### src/rtl/regframe_pkg.sv
package regframe_pkg;

  typedef enum logic [1:0] {
    FCMD_IDLE  = 2'd0,
    FCMD_CALL  = 2'd1,
    FCMD_RET   = 2'd2,
    FCMD_ALLOC = 2'd3
  } fcmd_e;

  function automatic fcmd_e pick_cmd(input logic call, input logic ret, input logic alloc);
    if (call)       return FCMD_CALL;
    else if (ret)   return FCMD_RET;
    else if (alloc) return FCMD_ALLOC;
    else            return FCMD_IDLE;
  endfunction

endpackage

### src/rtl/regframe_xlate.sv
module regframe_xlate #(
  parameter int NUM_REGS   = 128,
  parameter int NUM_STATIC = 32,
  localparam int IDX_W       = $clog2(NUM_REGS),
  localparam int NUM_STACKED = NUM_REGS - NUM_STATIC
) (
  input  logic [IDX_W-1:0] lreg_i,
  input  logic [IDX_W-1:0] base_i,
  input  logic [IDX_W-1:0] size_i,
  output logic [IDX_W-1:0] preg_o,
  output logic             oof_o
);
  logic             stacked;
  logic [IDX_W-1:0] offset;
  logic [IDX_W:0]   raw_sum;
  logic [IDX_W:0]   wrapped;

  always_comb begin
    stacked = (lreg_i >= IDX_W'(NUM_STATIC));
    offset  = lreg_i - IDX_W'(NUM_STATIC);
    raw_sum = {1'b0, base_i} + {1'b0, offset};
    if (raw_sum >= (IDX_W+1)'(NUM_STACKED))
      wrapped = raw_sum - (IDX_W+1)'(NUM_STACKED);
    else
      wrapped = raw_sum;
    preg_o = stacked ? (wrapped[IDX_W-1:0] + IDX_W'(NUM_STATIC)) : lreg_i;
    oof_o  = stacked && (offset >= size_i);
  end
endmodule

### src/rtl/regframe_stack.sv
module regframe_stack #(
  parameter int DEPTH  = 8,
  parameter int DATA_W = 14,
  localparam int PTR_W = (DEPTH > 1) ? $clog2(DEPTH) : 1,
  localparam int CNT_W = $clog2(DEPTH + 1)
) (
  input  logic              clk,
  input  logic              rst_n,
  input  logic              push_i,
  input  logic              pop_i,
  input  logic [DATA_W-1:0] push_data_i,
  output logic [DATA_W-1:0] top_data_o,
  output logic              full_o,
  output logic              empty_o
);
  logic [DATA_W-1:0] slot_q [DEPTH];
  logic [CNT_W-1:0]  cnt_q, cnt_d;
  logic              cnt_en;
  logic [PTR_W-1:0]  wr_ptr, top_ptr;

  always_comb begin
    full_o  = (cnt_q == CNT_W'(DEPTH));
    empty_o = (cnt_q == '0);
    wr_ptr  = cnt_q[PTR_W-1:0];
    top_ptr = PTR_W'(cnt_q - CNT_W'(1));
    cnt_en  = push_i | pop_i;
    cnt_d   = cnt_q;
    if (push_i)     cnt_d = cnt_q + CNT_W'(1);
    else if (pop_i) cnt_d = cnt_q - CNT_W'(1);
  end

  assign top_data_o = slot_q[top_ptr];

  always_ff @(posedge clk or negedge rst_n) begin
    if (!rst_n)      cnt_q <= '0;
    else if (cnt_en) cnt_q <= cnt_d;
  end

  generate
    for (genvar g = 0; g < DEPTH; g++) begin : g_slot
      always_ff @(posedge clk) begin
        if (push_i && (wr_ptr == PTR_W'(g))) slot_q[g] <= push_data_i;
      end
    end
  endgenerate
endmodule

### src/rtl/regframe_ctrl.sv
module regframe_ctrl
  import regframe_pkg::*;
#(
  parameter int NUM_REGS   = 128,
  parameter int NUM_STATIC = 32,
  localparam int IDX_W       = $clog2(NUM_REGS),
  localparam int NUM_STACKED = NUM_REGS - NUM_STATIC
) (
  input  logic               clk,
  input  logic               rst_n,
  input  logic               call_i,
  input  logic               ret_i,
  input  logic               alloc_i,
  input  logic [IDX_W-1:0]   alloc_size_i,
  input  logic [2*IDX_W-1:0] top_frame_i,
  input  logic               full_i,
  input  logic               empty_i,
  output logic               push_o,
  output logic               pop_o,
  output logic [2*IDX_W-1:0] push_frame_o,
  output logic [IDX_W-1:0]   base_o,
  output logic [IDX_W-1:0]   size_o,
  output logic               overflow_o,
  output logic               underflow_o
);
  fcmd_e            cmd;
  logic [IDX_W-1:0] base_q, base_d, size_q, size_d;
  logic             frame_en;
  logic             ovf_d, unf_d, ovf_q, unf_q;
  logic [IDX_W:0]   adv_sum;

  always_comb begin
    cmd          = pick_cmd(call_i, ret_i, alloc_i);
    base_d       = base_q;
    size_d       = size_q;
    push_o       = 1'b0;
    pop_o        = 1'b0;
    ovf_d        = 1'b0;
    unf_d        = 1'b0;
    push_frame_o = {base_q, size_q};
    adv_sum      = {1'b0, base_q} + {1'b0, size_q};
    if (adv_sum >= (IDX_W+1)'(NUM_STACKED))
      adv_sum = adv_sum - (IDX_W+1)'(NUM_STACKED);
    unique case (cmd)
      FCMD_CALL: begin
        if (full_i) ovf_d = 1'b1;
        else begin
          push_o = 1'b1;
          base_d = adv_sum[IDX_W-1:0];
          size_d = '0;
        end
      end
      FCMD_RET: begin
        if (empty_i) unf_d = 1'b1;
        else begin
          pop_o  = 1'b1;
          base_d = top_frame_i[2*IDX_W-1:IDX_W];
          size_d = top_frame_i[IDX_W-1:0];
        end
      end
      FCMD_ALLOC: begin
        if (alloc_size_i > IDX_W'(NUM_STACKED)) size_d = IDX_W'(NUM_STACKED);
        else                                    size_d = alloc_size_i;
      end
      default: ;
    endcase
    frame_en = push_o | pop_o | (cmd == FCMD_ALLOC);
  end

  always_ff @(posedge clk or negedge rst_n) begin
    if (!rst_n) begin
      base_q <= '0;
      size_q <= '0;
    end else if (frame_en) begin
      base_q <= base_d;
      size_q <= size_d;
    end
  end

  always_ff @(posedge clk or negedge rst_n) begin
    if (!rst_n) begin
      ovf_q <= 1'b0;
      unf_q <= 1'b0;
    end else begin
      ovf_q <= ovf_d;
      unf_q <= unf_d;
    end
  end

  assign base_o      = base_q;
  assign size_o      = size_q;
  assign overflow_o  = ovf_q;
  assign underflow_o = unf_q;
endmodule

### src/rtl/regframe_remap.sv
module regframe_remap #(
  parameter int NUM_REGS    = 128,
  parameter int NUM_STATIC  = 32,
  parameter int SAVE_DEPTH  = 8,
  localparam int IDX_W      = $clog2(NUM_REGS),
  localparam int NUM_PORTS  = 3
) (
  input  logic             clk,
  input  logic             rst_n,
  input  logic             call_i,
  input  logic             ret_i,
  input  logic             alloc_i,
  input  logic [IDX_W-1:0] alloc_size_i,
  input  logic [IDX_W-1:0] rd0_lreg_i,
  input  logic [IDX_W-1:0] rd1_lreg_i,
  input  logic [IDX_W-1:0] wr_lreg_i,
  output logic [IDX_W-1:0] rd0_preg_o,
  output logic [IDX_W-1:0] rd1_preg_o,
  output logic [IDX_W-1:0] wr_preg_o,
  output logic             rd0_oof_o,
  output logic             rd1_oof_o,
  output logic             wr_oof_o,
  output logic             overflow_o,
  output logic             underflow_o,
  output logic [IDX_W-1:0] frame_base_o,
  output logic [IDX_W-1:0] frame_size_o
);
  logic [2*IDX_W-1:0] push_frame, top_frame;
  logic               push, pop, full, empty;
  logic [IDX_W-1:0]   base, size;
  logic [IDX_W-1:0]   lreg_arr [NUM_PORTS];
  logic [IDX_W-1:0]   preg_arr [NUM_PORTS];
  logic               oof_arr  [NUM_PORTS];

  regframe_ctrl #(.NUM_REGS(NUM_REGS), .NUM_STATIC(NUM_STATIC)) u_ctrl (
    .clk, .rst_n, .call_i, .ret_i, .alloc_i, .alloc_size_i,
    .top_frame_i(top_frame), .full_i(full), .empty_i(empty),
    .push_o(push), .pop_o(pop), .push_frame_o(push_frame),
    .base_o(base), .size_o(size),
    .overflow_o, .underflow_o
  );

  regframe_stack #(.DEPTH(SAVE_DEPTH), .DATA_W(2*IDX_W)) u_stack (
    .clk, .rst_n, .push_i(push), .pop_i(pop), .push_data_i(push_frame),
    .top_data_o(top_frame), .full_o(full), .empty_o(empty)
  );

  assign lreg_arr[0] = rd0_lreg_i;
  assign lreg_arr[1] = rd1_lreg_i;
  assign lreg_arr[2] = wr_lreg_i;

  generate
    for (genvar p = 0; p < NUM_PORTS; p++) begin : g_port
      regframe_xlate #(.NUM_REGS(NUM_REGS), .NUM_STATIC(NUM_STATIC)) u_xl (
        .lreg_i(lreg_arr[p]), .base_i(base), .size_i(size),
        .preg_o(preg_arr[p]), .oof_o(oof_arr[p])
      );
    end
  endgenerate

  assign rd0_preg_o   = preg_arr[0];
  assign rd1_preg_o   = preg_arr[1];
  assign wr_preg_o    = preg_arr[2];
  assign rd0_oof_o    = oof_arr[0];
  assign rd1_oof_o    = oof_arr[1];
  assign wr_oof_o     = oof_arr[2];
  assign frame_base_o = base;
  assign frame_size_o = size;
endmodule

### config.mk
export PLATFORM = sky130hd
export DESIGN_NAME = regframe_remap
export DESIGN_NICKNAME = d
export VERILOG_FILES = /design/src/rtl/regframe_pkg.sv /design/src/rtl/regframe_xlate.sv /design/src/rtl/regframe_stack.sv /design/src/rtl/regframe_ctrl.sv /design/src/rtl/regframe_remap.sv
export SDC_FILE = /design/constraint.sdc
export NUM_CORES = 1
export LEC_CHECK = 0
export BUFFER_PORTS_ARGS = -buffer_cell sky130_fd_sc_hd__buf_2
export CAP_MARGIN = 20
export CORE_AREA = 4 4 173 175
export DETAILED_ROUTE_END_ITERATION = 10
export DIE_AREA = 0 0 177 179
export GPL_TIMING_DRIVEN = 0
export HOLD_SLACK_MARGIN = 0.08
export PLACE_DENSITY = 0.41
export SLEW_MARGIN = 30
export SYNTH_ARGS = -nofsm -noshare
export SYNTH_HDL_FRONTEND = slang
export SYNTH_SLANG_ARGS = --single-unit
### constraint.sdc
create_clock -name clk -period 7.2 [get_ports clk]
set_input_delay 0.72 -clock clk [delete_from_list [all_inputs] [get_ports clk]]
set_output_delay 0.72 -clock clk [all_outputs]
set_load 0.05 [all_outputs]
Word-level counts from Yosys, hierarchy flattened

Memories as Yosys holds them, arrays and structs flattened.
Index checks and enable logic that the tools add are counted.

Register bits after elaboration: 20
Bits in writable memories: 112
Bits of input ports: 33
Output and inout bits: 40
Word-level logic and storage cells: 138
Memories kept: 1

Memories:

| name           | depth | bits a word | read ports | clocked after Yosys merged registers in | wr ports | line                 | source |
|---|---|---|---|---|---|---|---|
| u_stack.slot_q | 8     | 14          | 1          | 0                                       | 1        | regframe_stack.sv:16 | `logic [DATA_W-1:0] slot_q [DEPTH];` |

Add/subtract/negate cells: 16
$lt $le $gt $ge: 11
Equal/unequal tests: 13
Mux-type cells: 64
Bitwise logic cells: 2
Reduce and logical (&&, ||, !) cells: 26

Operator list:

| cell                                                              | number |
|---|---|
| 2-to-1 mux 14 bit                                                 | 7 |
| OR reduction 14 bit                                               | 7 |
| 2-to-1 mux 7 bit                                                  | 12 |
| adder 7 x 7 -> 8 bit                                              | 4 |
| greater-or-equal comparator 8 x 7 -> 1 bit, second input constant | 4 |
| 2-to-1 mux 1 bit                                                  | 31 |
| subtractor 7 bit, second input constant                           | 4 |
| adder 7 x 6 -> 7 bit, second input constant                       | 3 |
| greater-or-equal comparator 7 x 6 -> 1 bit, second input constant | 3 |
| greater-or-equal comparator 7 bit                                 | 3 |
| 2-to-1 mux 3 bit                                                  | 7 |
| case mux 7 bit (3 select lines)                                   | 1 |
| subtractor 7 x 6 -> 7 bit, second input constant                  | 3 |
| case mux 7 bit (2 select lines)                                   | 1 |
| equality test 3 bit, second input constant                        | 4 |
| logical AND 1 bit                                                 | 11 |
| 2-to-1 mux 4 bit                                                  | 2 |
| AND reduction 4 bit                                               | 2 |
| > comparator 7 bit, second input constant                         | 1 |
| equality test 3 x 2 -> 1 bit, second input constant               | 2 |
| 2-to-1 mux 2 bit                                                  | 3 |
| adder 4 x 1 -> 4 bit, second input constant                       | 1 |
| equality test 2 bit, second input constant                        | 2 |
| equality test 4 bit, second input constant                        | 1 |
| other kinds (10)                                                  | 13 |

Depth between registers and ports, before layout

Depth after elaboration: 16
Gate-level depth with buffers: 12
Mapped depth without buffers: 9

Modules after synthesis

From an unflattened synthesis, not the netlist that was laid out.

Cells, all modules: 615
Area, all modules: 7860.0 µm²

Modules (own cells, without submodules):

| module                              | instances | cells an instance | area an instance (µm²) | seq. area each (µm²) |
|---|---|---|---|---|
| regframe_stack                      | 1         | 200               | 4674.5                 | 3463.3 |
| regframe_ctrl                       | 1         | 154               | 1300.0                 | 400.4 |
| regframe_xlate (g_port[1].u_xl ...) | 2         | 87                | 623.1                  | 0.0 |
| regframe_xlate (g_port[0].u_xl)     | 1         | 87                | 639.4                  | 0.0 |

Least setup slack after synthesis

No wires, ideal clock.

Path type: reg-to-output
Start point: register u_ctrl.base_q[1], in the netlist u_ctrl.base_o[1]
End point: output wr_preg_o[5]
Arrival: 3.481 ns
Data required time: 6.480 ns
Path slack: 2.999 ns
Stages on the path, launching flop included: 8
Path buffers: 0
Path through: dfrtp_1 -> inv_1 -> fa_1 -> a21oi_1 -> o21a_1 -> o21ai_0 -> a311o_1 -> a222oi_1

Longest elaborated chain between the ends: 5
Elaborated cells on any way between the ends: 6
Those cells by class: 3 x add/sub; 1 x order compare; 2 x mux

Ends and longest elaborated chain:

| element                                                                        | line                                       | source |
|---|---|---|
| from (decl)                                                                    | regframe_ctrl.sv:27                        | `logic [IDX_W-1:0] base_q, base_d, size_q, size_d;` |
| from (signal assigned)                                                         | regframe_ctrl.sv:75                        | `base_q <= base_d;` |
| adder 7 x 7 -> 8 bit *                                                         | regframe_xlate.sv:21                       | `raw_sum = {1'b0, base_i} + {1'b0, offset};` |
| subtractor 7 bit or greater-or-equal comparator 8 x 7 -> 1 bit (tied branches) | regframe_xlate.sv:23, regframe_xlate.sv:22 |  |
| 2-to-1 mux 7 bit *                                                             | regframe_xlate.sv:22                       | `if (raw_sum >= (IDX_W+1)'(NUM_STACKED))` |
| adder 7 x 6 -> 7 bit *                                                         | regframe_xlate.sv:26                       | `preg_o = stacked ? (wrapped[IDX_W-1:0] + IDX_W'(NUM_STATIC)) : lreg_i;` |
| 2-to-1 mux 7 bit *                                                             | regframe_xlate.sv:26                       |  |
| to (decl)                                                                      | regframe_remap.sv:19                       | `output logic [IDX_W-1:0] wr_preg_o,` |

Every way passes the cells marked *; elsewhere a longest branch is shown, timed or not.

Worst setup path in the final report

Same ends and word-level chain as after synthesis.

==> results.md <==
* Clock tree root buffer cell: sky130_fd_sc_hd__clkbuf_16
* Worst-Skew Late Latency at about 420 ps
* Worst Path Buf+Inv at 2
* Leading cell types by count after synthesis: sky130_fd_sc_hd__edfxtp_1 (112), sky130_fd_sc_hd__ha_1 (59), sky130_fd_sc_hd__o21ai_0 (50)
* Number of sinks driven by the clock tree at ~130
* Critical path's slowest cell: sky130_fd_sc_hd__dfrtp_1
* Final period demand of the worst path at approximately 4400 ps
* Peak VDD IR at 0.000291 V
* Post-route DRC violation count at 0
* Post-route cell area at roughly 9000 sq um
* Transition at the pin with the smallest max-transition slack at roughly 950 ps
* Share of the core filled with cells in the final layout at 31.8%
* Cell internal power dissipation at about 2.5 mW
* Postcts setup bufs at 0
* Clock transition at path regs at 60 ps
* Std cell rows at between 60 and 70
* Summed instance area of the synthesized netlist at 7530 sq um
* Num CTS Buffers at 17
* TritonCTS clock tree: done
* Max FO, Critical Path at 14
* Combinational power share at slightly above 50%
* Type of the worst min-delay path: input port to async pin
* Die height at between 150 and 200 microns
* First-iteration detailed-routing DRC count at about 350
* Count of pins over their slew limit at 0
* Critical Path Sink Type: primary output
* Per-cell via count in the routed design at 4.88
* Slew Limit Headroom at between 30% and 40%
* Number of global-route vias before repair at roughly 5500
* CP top delay family: compound AO/OA/AOI/OAI gates
* Wire length of the first global-routing pass at about 32000 microns
* Proportion of synthesized chip area in sequential cells at 51.3%
* Final Skew at ~6.4 ps
* Iteration count of the initial detailed-routing pass at 4
* Area growth from synthesis to final layout at 20.1%
* Power density over cell area at between 500 and 600 nW/um^2
* Critical path data arrival time at around 3700 ps
* Number of warnings printed during yosys synthesis at 0
* Die width at approximately 180 microns
* Synth Net Count at ~700
* Routed via count at between 5000 and 6000
* Antenna diode count at 0
* Count of instances resized after the clock tree is built at 0
* Global-route congestion overflow total at 0
* Detailed Route WL at 21200 microns
* Largest net degree at the start of global routing at 21
* Critical Path Max Stage Delay at between 700 and 800 ps
* Worst hold-check slack at 289 ps
* Critical setup path kind: register to primary output
* Aggregate negative setup slack at 0 ps
* Leakage at between 3 and 4 nW
* Number of logic stages on the critical path including buffering at 8
* Fraction of layout cells with a size suffix above 1 at 21.2%
* Number of violations of the max-capacitance limit at 0
* Antenna violations before repair at 0
* Fmax at ~0.23 GHz
* Reg2Reg Setup Slack at approximately 3900 ps
* Last weighted congestion value of the routability-driven placer at 0.828
* Fill cell total of the finished layout at 2878
* Avg Inst Size Synth at between 10 and 15 sq um
* Status: finished clean
* Post-synth EDFFs at approximately 110
* Proportion of power drawn by the clock network at 20.0%
* Final worst-path cycle share at around three fifths
* Library cell occupying the most area in the post-synthesis netlist: sky130_fd_sc_hd__edfxtp_1
* Async set or reset register ratio after synthesis at 15.2%
* Depth of the CTS H-tree at 4
* Post-route ant nets at 0
* Cell chain of the critical path: inv_1 > fa_1 > nand2b_1 > a21oi_1 > o21ai_0 > a2111oi_0 > a222oi_1 > buf_2
* Core Area at 28500 sq um
* Post-synth cell types at between 60 and 70
* Detailed placer's ending HPWL at roughly 15000 microns
* Dpl cell area at 8410 sq um
* Die Outline Area at approximately 32000 sq um
* Post-Synthesis Cells at 599
* # nets final at ~790
* Sw Ratio at ~45%
* Maximum root-to-sink buffer count at 2
* Library cell with the highest instance count after synthesis: sky130_fd_sc_hd__edfxtp_1
* Share of Yosys cell area claimed by the top area cell type at roughly 45%
* Hold Fails Final Rpt at 0
* Number of synthesized register bits at 132
* Cells on worst reg2reg path at 12
* Count of pins on the block boundary at 73
* Quantity of hold-fixing buffers added after cts at 0
* Global-route usage over all layers at a little over an eighth
* Prevailing post-synth register cell: sky130_fd_sc_hd__edfxtp_1
* Number of input and output port buffers inserted at 72
* Nature of the critical path startpoint: register
* Final setup violation count at 0
* Sequential group share of total power at 28.1%
* Routed len/inst at 19.4 microns
* Starting Density at 26.5%
* Critical Path RT at roughly 6500 ps
* Power dissipated by switching net loads at 2.05 mW
* Cell types occupying the most area after synthesis: sky130_fd_sc_hd__edfxtp_1 (45%), sky130_fd_sc_hd__ha_1 (9.8%), sky130_fd_sc_hd__dfrtp_1 (6.6%), sky130_fd_sc_hd__mux4_2 (5.1%), sky130_fd_sc_hd__mux4_1 (3.8%)
* RSZ-0062 raised after global routing: no
layout make-up:
class	instances	area (sq um)	area share [%]
inverter	46	173	1.91
timing repair buffer	75	383	4.23
buffer	15	93.8	1.04
sequential	132	3860	42.7
clock buffer	17	425	4.70
multi-input combinational	406	3430	37.9
clock inverter	15	201	2.23
tap	384	480	5.31
routing by layer:
metal / routed length [microns] / up-vias / share of wire (%) / track usage, %
met5: 0 / - / 0 / 0
met4: 335 / 0 / 1.6 / 4.22
met3: 970 / 21 / 4.6 / 2.32
met2: 9850 / 178 / 46 / 22.4
met1: 10000 / 2604 / 47 / 18.6
li1: - / 2512 / - / -
logic make-up after synthesis:
kind of cell             share of synthesized area (%)
AND/OR/NAND/NOR                                   8.51
buffers and inverters                             3.54
XOR/XNOR                                          1.51
AO/OA/AOI/OAI                                     12.7
flip-flops                                        51.3
adder cells (fa/ha/maj)                           10.9
multiplexers                                      11.6
layout by cell type (no fill, tap or decap), types with 7 or more instances in the layout:
master	instances
sky130_fd_sc_hd__edfxtp_1	112
sky130_fd_sc_hd__buf_2	74
sky130_fd_sc_hd__ha_1	59
sky130_fd_sc_hd__o21ai_0	50
sky130_fd_sc_hd__inv_1	46
sky130_fd_sc_hd__nor2_1	44
sky130_fd_sc_hd__a21oi_1	35
sky130_fd_sc_hd__nand2_1	27
sky130_fd_sc_hd__dfrtp_1	20
sky130_fd_sc_hd__mux4_2	17
sky130_fd_sc_hd__clkbuf_16	17
sky130_fd_sc_hd__nand2b_1	11
sky130_fd_sc_hd__mux4_1	11
sky130_fd_sc_hd__mux2i_1	11
sky130_fd_sc_hd__nor3_1	10
sky130_fd_sc_hd__clkbuf_1	8
sky130_fd_sc_hd__mux2_2	8
sky130_fd_sc_hd__a211oi_1	8
sky130_fd_sc_hd__xor2_1	7
worst paths after layout:
check,end,startpoint
worst max-delay path,wr_preg_o[5],u_ctrl.base_o[1]$_DFFE_PN0P_
worst min-delay path,u_ctrl.size_o[4]$_DFFE_PN0P_,rst_n
worst max register to register,u_ctrl.base_o[6]$_DFFE_PN0P_,u_stack.cnt_q[0]$_DFFE_PN0P_
worst min register to register,u_stack.cnt_q[3]$_DFFE_PN0P_,u_stack.cnt_q[3]$_DFFE_PN0P_
max in group asynchronous,u_ctrl.base_o[0]$_DFFE_PN0P_,rst_n
min in group clk,u_stack.cnt_q[3]$_DFFE_PN0P_,u_stack.cnt_q[3]$_DFFE_PN0P_
state kept, by name, summed over array words and instances (netlist names):
name	cells
u_ctrl.base_o	7
u_ctrl.overflow_o	1
u_ctrl.size_o	7
u_ctrl.underflow_o	1
u_stack.cnt_q	4
u_stack.slot_q	112
through the flow:
step                      std cells  setup slack (ps)  total power [mW]
after floorplan                 599              3000              3.00
after global placement         1055              2980              3.62
after detailed placement       1058              3200              3.69
after CTS                      1090              2740              4.61
after global routing           1090              2440              4.88
final                          1090              2790              4.57
power by group through the flow:
stage | clock network (mW) | logic (mW) | registers (mW)
finish | 0.912 | 2.37 | 1.29
global route | 0.968 | 2.59 | 1.32
CTS | 0.927 | 2.39 | 1.30
detailed placement | 0 | 2.38 | 1.31
global placement | 0 | 2.32 | 1.30
floorplan | 0 | 1.67 | 1.33
(Power assumes the default switching activity.)
